$ cat config.mk
export PLATFORM = sky130hd
export DESIGN_NAME = prio_irq_ctrl
export DESIGN_NICKNAME = d
export VERILOG_FILES = /design/src/rtl/prio_irq_pkg.sv /design/src/rtl/prio_irq_datapath.sv /design/src/rtl/prio_irq_control.sv /design/src/rtl/prio_irq_ctrl.sv
export SDC_FILE = /design/constraint.sdc
export NUM_CORES = 1
export LEC_CHECK = 0
export BUFFER_PORTS_ARGS = -buffer_cell sky130_fd_sc_hd__buf_2
export CORE_MARGIN = 2
export CORE_UTILIZATION = 50
export DETAILED_ROUTE_END_ITERATION = 6
export PLACE_DENSITY = 0.77
export REMOVE_ABC_BUFFERS = 1
export SLEW_MARGIN = 15
export SYNTH_ARGS = -nofsm -noshare
export SYNTH_HDL_FRONTEND = slang
export SYNTH_SLANG_ARGS = --single-unit
$ cat constraint.sdc
create_clock -name clk -period 13.49 [get_ports clk]
set_clock_uncertainty 0.15 [all_clocks]
set_input_delay 0.6745 -clock clk [delete_from_list [all_inputs] [get_ports clk]]
set_output_delay 0.6745 -clock clk [all_outputs]
set_load 0.03 [all_outputs]
$ cat src/rtl/prio_irq_pkg.sv
package prio_irq_pkg;
  localparam int NUM_SRC = 7;
  localparam int NUM_LVL = 4;
  localparam int LVL_W   = $clog2(NUM_LVL);
  localparam int SRC_W   = $clog2(NUM_SRC);
  localparam int DATA_W  = 8;
  localparam int GLOBAL_EN_BIT = DATA_W - 1;

  localparam int SRC_EXT0 = 0;
  localparam int SRC_TMR0 = 1;
  localparam int SRC_EXT1 = 2;
  localparam int SRC_TMR1 = 3;
  localparam int SRC_SER  = 4;
  localparam int SRC_TMR2 = 5;
  localparam int SRC_PCA  = 6;

  typedef struct packed {
    logic             ackClr;
    logic [SRC_W-1:0] ackSrc;
    logic [LVL_W-1:0] ackLvl;
    logic             retire;
  } ctrlStrobeT;

  // Fixed polling order used to break ties within one level
  function automatic logic [SRC_W-1:0] pollSrc(input int k);
    case (k)
      0:       return SRC_W'(SRC_EXT0);
      1:       return SRC_W'(SRC_TMR0);
      2:       return SRC_W'(SRC_EXT1);
      3:       return SRC_W'(SRC_TMR1);
      4:       return SRC_W'(SRC_PCA);
      5:       return SRC_W'(SRC_SER);
      default: return SRC_W'(SRC_TMR2);
    endcase
  endfunction
endpackage

$ cat src/rtl/prio_irq_datapath.sv
module prio_irq_datapath
  import prio_irq_pkg::*;
(
  input  logic                          clk,
  input  logic                          rstN,
  input  logic                          regWrEn,
  input  logic [1:0]                    regAddr,
  input  logic [DATA_W-1:0]             regWrData,
  output logic [DATA_W-1:0]             regRdData,
  input  logic [1:0]                    extInN,
  input  logic [1:0]                    extEdgeMode,
  input  logic [1:0]                    tmrOvf,
  input  logic                          serReq,
  input  logic                          tmr2Req,
  input  logic                          pcaReq,
  input  ctrlStrobeT                    strb,
  output logic [NUM_SRC-1:0]            eligMask,
  output logic [NUM_SRC-1:0][LVL_W-1:0] srcLvl,
  output logic [NUM_LVL-1:0]            inService,
  output logic [LVL_W-1:0]              activeLevel,
  output logic                          anyActive,
  output logic [NUM_SRC-1:0]            pendFlags,
  output logic                          globalEn
);
  localparam int EXT_CNT = 2;

  logic [DATA_W-1:0]  enReg;
  logic [NUM_SRC-1:0] prioLo, prioHi;
  logic [NUM_SRC-1:0] flags;
  logic [NUM_LVL-1:0] isr, isrNext;
  logic [EXT_CNT-1:0] extD1, extD2, extFall;

  // Register bus
  always_ff @(posedge clk or negedge rstN) begin
    if (!rstN) begin
      enReg  <= '0;
      prioLo <= '0;
      prioHi <= '0;
    end else if (regWrEn) begin
      case (regAddr)
        2'd0: enReg  <= regWrData;
        2'd1: prioLo <= regWrData[NUM_SRC-1:0];
        2'd2: prioHi <= regWrData[NUM_SRC-1:0];
        default: ;
      endcase
    end
  end

  always_comb begin
    case (regAddr)
      2'd0:    regRdData = enReg;
      2'd1:    regRdData = DATA_W'(prioLo);
      2'd2:    regRdData = DATA_W'(prioHi);
      default: regRdData = '0;
    endcase
  end

  // External pin sampling, falling edge seen across two samples
  always_ff @(posedge clk or negedge rstN) begin
    if (!rstN) begin
      extD1 <= '1;
      extD2 <= '1;
    end else begin
      extD1 <= extInN;
      extD2 <= extD1;
    end
  end
  assign extFall = extD2 & ~extD1;

  function automatic logic ackHits(input ctrlStrobeT s, input int idx);
    return s.ackClr && (s.ackSrc == SRC_W'(idx));
  endfunction

  // Request flags
  genvar g;
  generate
    for (g = 0; g < EXT_CNT; g++) begin : gExt
      localparam int IDX = (g == 0) ? SRC_EXT0 : SRC_EXT1;
      always_ff @(posedge clk or negedge rstN) begin
        if (!rstN)                  flags[IDX] <= 1'b0;
        else if (!extEdgeMode[g])   flags[IDX] <= ~extD1[g];
        else if (extFall[g])        flags[IDX] <= 1'b1;
        else if (ackHits(strb, IDX)) flags[IDX] <= 1'b0;
      end
    end
    for (g = 0; g < 2; g++) begin : gTmr
      localparam int IDX = (g == 0) ? SRC_TMR0 : SRC_TMR1;
      always_ff @(posedge clk or negedge rstN) begin
        if (!rstN)                   flags[IDX] <= 1'b0;
        else if (tmrOvf[g])          flags[IDX] <= 1'b1;
        else if (ackHits(strb, IDX)) flags[IDX] <= 1'b0;
      end
    end
  endgenerate

  always_ff @(posedge clk or negedge rstN) begin
    if (!rstN) begin
      flags[SRC_SER]  <= 1'b0;
      flags[SRC_TMR2] <= 1'b0;
      flags[SRC_PCA]  <= 1'b0;
    end else begin
      flags[SRC_SER]  <= serReq;
      flags[SRC_TMR2] <= tmr2Req;
      flags[SRC_PCA]  <= pcaReq;
    end
  end

  // In-service stack
  always_comb begin
    logic popped;
    isrNext = isr;
    popped  = 1'b0;
    if (strb.retire) begin
      for (int i = NUM_LVL - 1; i >= 0; i--) begin
        if (!popped && isr[i]) begin
          isrNext[i] = 1'b0;
          popped     = 1'b1;
        end
      end
    end
    if (strb.ackClr) isrNext[strb.ackLvl] = 1'b1;
  end

  always_ff @(posedge clk or negedge rstN) begin
    if (!rstN) isr <= '0;
    else       isr <= isrNext;
  end

  always_comb begin
    activeLevel = '0;
    for (int i = 0; i < NUM_LVL; i++)
      if (isr[i]) activeLevel = LVL_W'(i);
  end

  generate
    for (g = 0; g < NUM_SRC; g++) begin : gLvl
      assign srcLvl[g] = {prioHi[g], prioLo[g]};
    end
  endgenerate

  assign globalEn  = enReg[GLOBAL_EN_BIT];
  assign eligMask  = flags & enReg[NUM_SRC-1:0] & {NUM_SRC{globalEn}};
  assign inService = isr;
  assign anyActive = |isr;
  assign pendFlags = flags;
endmodule

$ cat src/rtl/prio_irq_control.sv
module prio_irq_control
  import prio_irq_pkg::*;
#(
  parameter int VEC_BASE   = 3,
  parameter int VEC_STRIDE = 8
) (
  input  logic                          clk,
  input  logic                          rstN,
  input  logic [NUM_SRC-1:0]            eligMask,
  input  logic [NUM_SRC-1:0][LVL_W-1:0] srcLvl,
  input  logic                          anyActive,
  input  logic [LVL_W-1:0]              activeLevel,
  input  logic                          vecAck,
  input  logic                          retiPulse,
  output ctrlStrobeT                    strb,
  output logic                          vecReq,
  output logic [DATA_W-1:0]             vecAddr,
  output logic [LVL_W-1:0]              issuedLvl
);
  typedef enum logic {ST_IDLE, ST_WAIT} stateT;

  stateT            state;
  logic             winValid;
  logic [SRC_W-1:0] winSrc, issuedSrc;
  logic [LVL_W-1:0] winLvl;

  // Highest level first, earliest in polling order on a tie
  always_comb begin
    winValid = 1'b0;
    winSrc   = '0;
    winLvl   = '0;
    for (int k = 0; k < NUM_SRC; k++) begin
      logic [SRC_W-1:0] s;
      logic             cand;
      s    = pollSrc(k);
      cand = eligMask[s] && (!anyActive || (srcLvl[s] > activeLevel));
      if (cand && (!winValid || (srcLvl[s] > winLvl))) begin
        winValid = 1'b1;
        winSrc   = s;
        winLvl   = srcLvl[s];
      end
    end
  end

  always_ff @(posedge clk or negedge rstN) begin
    if (!rstN) begin
      state     <= ST_IDLE;
      vecReq    <= 1'b0;
      vecAddr   <= '0;
      issuedSrc <= '0;
      issuedLvl <= '0;
    end else begin
      vecReq <= 1'b0;
      case (state)
        ST_IDLE: if (winValid) begin
          vecReq    <= 1'b1;
          vecAddr   <= DATA_W'(VEC_BASE + int'(winSrc) * VEC_STRIDE);
          issuedSrc <= winSrc;
          issuedLvl <= winLvl;
          state     <= ST_WAIT;
        end
        default: if (vecAck) state <= ST_IDLE;
      endcase
    end
  end

  assign strb.ackClr = (state == ST_WAIT) && vecAck;
  assign strb.ackSrc = issuedSrc;
  assign strb.ackLvl = issuedLvl;
  assign strb.retire = retiPulse;
endmodule

$ cat src/rtl/prio_irq_ctrl.sv
module prio_irq_ctrl
  import prio_irq_pkg::*;
#(
  parameter int VEC_BASE   = 3,
  parameter int VEC_STRIDE = 8
) (
  input  logic        clk,
  input  logic        rstN,
  input  logic        regWrEn,
  input  logic [1:0]  regAddr,
  input  logic [7:0]  regWrData,
  output logic [7:0]  regRdData,
  input  logic [1:0]  extInN,
  input  logic [1:0]  extEdgeMode,
  input  logic [1:0]  tmrOvf,
  input  logic        serReq,
  input  logic        tmr2Req,
  input  logic        pcaReq,
  output logic        vecReq,
  output logic [7:0]  vecAddr,
  input  logic        vecAck,
  input  logic        retiPulse,
  output logic [3:0]  inService,
  output logic [1:0]  activeLevel,
  output logic [6:0]  pendFlags
);
  ctrlStrobeT                    strb;
  logic [NUM_SRC-1:0]            eligMask;
  logic [NUM_SRC-1:0][LVL_W-1:0] srcLvl;
  logic                          anyActive;
  logic                          globalEn;
  logic [LVL_W-1:0]              issuedLvl;

  prio_irq_datapath uDp (
    .clk(clk), .rstN(rstN),
    .regWrEn(regWrEn), .regAddr(regAddr), .regWrData(regWrData), .regRdData(regRdData),
    .extInN(extInN), .extEdgeMode(extEdgeMode), .tmrOvf(tmrOvf),
    .serReq(serReq), .tmr2Req(tmr2Req), .pcaReq(pcaReq),
    .strb(strb), .eligMask(eligMask), .srcLvl(srcLvl),
    .inService(inService), .activeLevel(activeLevel), .anyActive(anyActive),
    .pendFlags(pendFlags), .globalEn(globalEn)
  );

  prio_irq_control #(.VEC_BASE(VEC_BASE), .VEC_STRIDE(VEC_STRIDE)) uCtl (
    .clk(clk), .rstN(rstN),
    .eligMask(eligMask), .srcLvl(srcLvl),
    .anyActive(anyActive), .activeLevel(activeLevel),
    .vecAck(vecAck), .retiPulse(retiPulse),
    .strb(strb), .vecReq(vecReq), .vecAddr(vecAddr), .issuedLvl(issuedLvl)
  );
endmodule

==> flow_metrics.env <==
export IMPL_clock_path_buffers=2
export IMPL_crit_cells=43
export IMPL_period_needed_ns=9.370
export IMPL_status="completed"
export IMPL_netlist_area_um2=2993
export IMPL_ant_nets=0
export IMPL_synth_most_common_cell="dfrtp_1"
export IMPL_finalSetupViolations=0
export IMPL_cts_tree="done"
export IMPL_netlist_instances=295
export IMPL_track_usage=0.2225
export IMPL_post_synth_num_cell_types=60
export IMPL_power_density_nw_per_um2=181.4
export IMPL_grt_use_met1=0.3036
export IMPL_fmaxAchievable_mhz=106.7
export IMPL_routedWlPerCell_um=16.10
export IMPL_cts_htree_levels=2
export IMPL_finalMaxSlewViolations=0
export IMPL_yosysTopAreaCell="dfrtp_1"
export IMPL_finalHoldViolCount=0
export IMPL_num_rows=28
export IMPL_arrival_ns=9.39
export IMPL_crit_slowest_cell="or3b_1"
export IMPL_finalCritPeriodShare=0.6946
export IMPL_post_cts_setup_buffer_count=0
export IMPL_dr_pass1_iters=4
export IMPL_start_kind="flop"
export IMPL_cp_required_ns=13.51
export IMPL_relSlewSlack=0.3690
export IMPL_hold_class="flop to flop"
export IMPL_grt_overflow=0
export IMPL_vias=2361
export IMPL_die_w_um=81.37
export IMPL_grt_busiest_layer="met2"
export IMPL_clk_pin_slew_ns=0.09
export IMPL_synth_area_leaders="dfrtp_1 34%, ha_1 11%, mux2_2 8.3%"
export IMPL_grt_pass1_vias=2384
export IMPL_use_met3=0.03111
export IMPL_cap_violations=0
export IMPL_clock_latency_ns=0.30
export IMPL_setup_worst_path_end="uCtl.issuedLvl[1]"
export IMPL_insertedDiodeCount=0
export IMPL_grt_max_degree=46
export IMPL_crit_top_cell="a21oi_1"
export IMPL_holdBufCountCts=0
export IMPL_io_pins=54
export IMPL_synthSimpleGateAreaFrac=0.1501
export IMPL_synth_cells_most_frequent="41 x dfrtp_1, 29 x nand2_1, 26 x ha_1, 22 x mux2_2, 21 x inv_1"
export IMPL_r2r_slack_ns=4.12
export IMPL_endpoint_kind="flop"
export IMPL_cts_sinks=45
export IMPL_routed_wl_um=6778
export IMPL_ys_seq_area_frac=0.3779
export IMPL_nFillCells=501
export IMPL_nNetsFinal=395
export IMPL_die_h_um=81.37
export IMPL_whs_ns=0.2240
export IMPL_timing_rr_end="uCtl.issuedLvl[1]"
export IMPL_postCtsResizedCells=0
export IMPL_synth_compound_area_frac=0.1969
export IMPL_async_reset_ff_frac=1.000
export IMPL_synth_main_ff_cell="dfrtp_1"
export IMPL_max_stage_delay_ns=0.54
export IMPL_grt_pass1_wl_um=11230
export IMPL_irDropWorstVdd_mv=0.1362
export IMPL_post_route_drc_count=0
export IMPL_port_buffers=50
export IMPL_cts_made_buffers=5
export IMPL_synth_adder_area_share=0.1087
export IMPL_worstMarginPinSlew_ns=0.9466
export IMPL_cp_top_family="compound AO/OA/AOI/OAI gates"
export IMPL_antenna_found_initial=0
export IMPL_gp_congestion=0.9377
export IMPL_drive_gt1_frac=0.3121
export IMPL_rsz0062_at_grt="no"
export IMPL_ys_warn_count=0
export IMPL_rr_worst_depth=43
export IMPL_r2r_start="uDp.inService[3]"
export IMPL_dp_hpwl_um=5303
export IMPL_synth_top_family_by_area="compound AO/OA/AOI/OAI gates"
export IMPL_min_path_cells=0
export IMPL_startpoint="uDp.inService[3]"
export IMPL_vias_per_cell=5.608
export IMPL_initial_utilization=0.5115
export IMPL_use_met2=0.3754
export IMPL_final_core_utilization=0.5785
export IMPL_fin_tns_setup_ns=0
export IMPL_synth_seq_cells=45
export IMPL_drt_iter0_drc=142
export IMPL_p_leak_uw=0.001600
export IMPL_synthMuxAreaShare=0.1099
export IMPL_cp_buffers_inverters=2
export IMPL_timing_worst_setup_path_type="flop to flop"
export IMPL_synth_xor_area_frac=0
export IMPL_yosysTopAreaCellShare=0.3428
export IMPL_syn_to_final_growth_pct=13.09
export IMPL_root_buffer="clkbuf_8"
export IMPL_synth_edf_count=0
export IMPL_crit_path_max_fanout=10
export IMPL_dieArea_um2=6620
export IMPL_avgSynthCellArea_um2=10.15
export IMPL_core_um2=5851
## how the worst min path moves through the flow
| stage | startpoint | endpoint |
|---|---|---|
| 2_1_floorplan | uDp.extD1[1] | uDp.extD2[1] |
| 3_3_place_gp | uDp.extD1[0] | uDp.extD2[0] |
| 3_5_place_dp | uDp.extD1[1] | uDp.extD2[1] |
| 4_1_cts | uDp.extD1[1] | uDp.extD2[1] |
| 5_1_grt | uDp.extD1[1] | uDp.extD2[1] |
| 6_report | uDp.extD1[1] | uDp.extD2[1] |
## stage by stage
stage	setup slack (ns)	cells	area (um^2)	power [uW]
finish	4.120	421	3385	614.0
global route	3.479	421	3385	663.0
CTS	4.192	421	3385	616.6
detailed placement	4.223	413	3273	513.1
global placement	4.483	413	3273	500.9
floorplan	4.826	286	2914	429.3
## power by group
| part | total, uW | internal, uW | switching (uW) |
|---|---|---|---|
| Combinational | 314 | 126 | 188 |
| Sequential | 199 | 162 | 36.3 |
| Clock | 101 | 55.6 | 45.3 |
## worst reg2reg max path: cells and delay by family (launching register included)
family          cells  cell delay [ns]
mux                 1             0.37
compound gates     23             3.89
buf+inv             2             0.27
fa+ha+maj           7             2.00
flops               1             0.50
simple gates       10             2.07
## flip-flops by register name (all words and copies together) (netlist names)
| register | cells |
|---|---|
| uCtl.issuedSrc | 2 |
| uCtl.vecReq | 1 |
| uDp.inService | 4 |
| uCtl.issuedLvl | 2 |
| uDp.enReg | 8 |
| uDp.prioLo | 7 |
| uDp.prioHi | 7 |
| uDp.extD2 | 2 |
| uCtl.vecAddr | 2 |
| uCtl.state | 1 |
| uDp.extD1 | 2 |
| uDp.pendFlags | 7 |
## routing by layer
| layer | wire [um] | vias up |
|---|---|---|
| li1 | - | 1163 |
| met1 | 3078 | 1130 |
| met2 | 3333 | 60 |
| met3 | 269 | 8 |
| met4 | 96 | 0 |
| met5 | 0 | - |
## layout make-up
class | count | area, um^2 | share of cell area
Multi-Input combinational cell | 220 | 1704 | 0.5035
Sequential cell | 45 | 1131 | 0.3342
Timing Repair Buffer | 52 | 265.3 | 0.07837
Tap cell | 75 | 93.84 | 0.02773
Inverter | 21 | 78.83 | 0.02329
Clock buffer | 6 | 72.57 | 0.02144
Clock inverter | 2 | 38.79 | 0.01146
## cells in the final DEF, fill, tap and decap left out, types with 3 or more instances in the layout
cell type   n
mux2i_1     7
o21a_1      4
dfrtp_1    41
nor2_2      3
nor3_1      4
a2bb2oi_1   3
nand2_1    29
nand3_1     9
o21ai_1     4
a22o_1      3
nor2b_1    13
nand2b_1    3
o31ai_1     3
clkbuf_8    5
mux2_2     22
buf_2      50
dfstp_2     4
o21ai_0    19
inv_1      21
a211oi_1    4
a21oi_1    12
nor2_1      6
ha_1       26
conb_1      3
a21o_2      3
## kinds of logic after synthesis
kind of cell / Yosys count
other cells: 1
simple gates: 82
compound gates: 79
fa+ha+maj: 26
mux: 30
flops: 45
buf+inv: 32
Power figures use the tool's default switching activity.
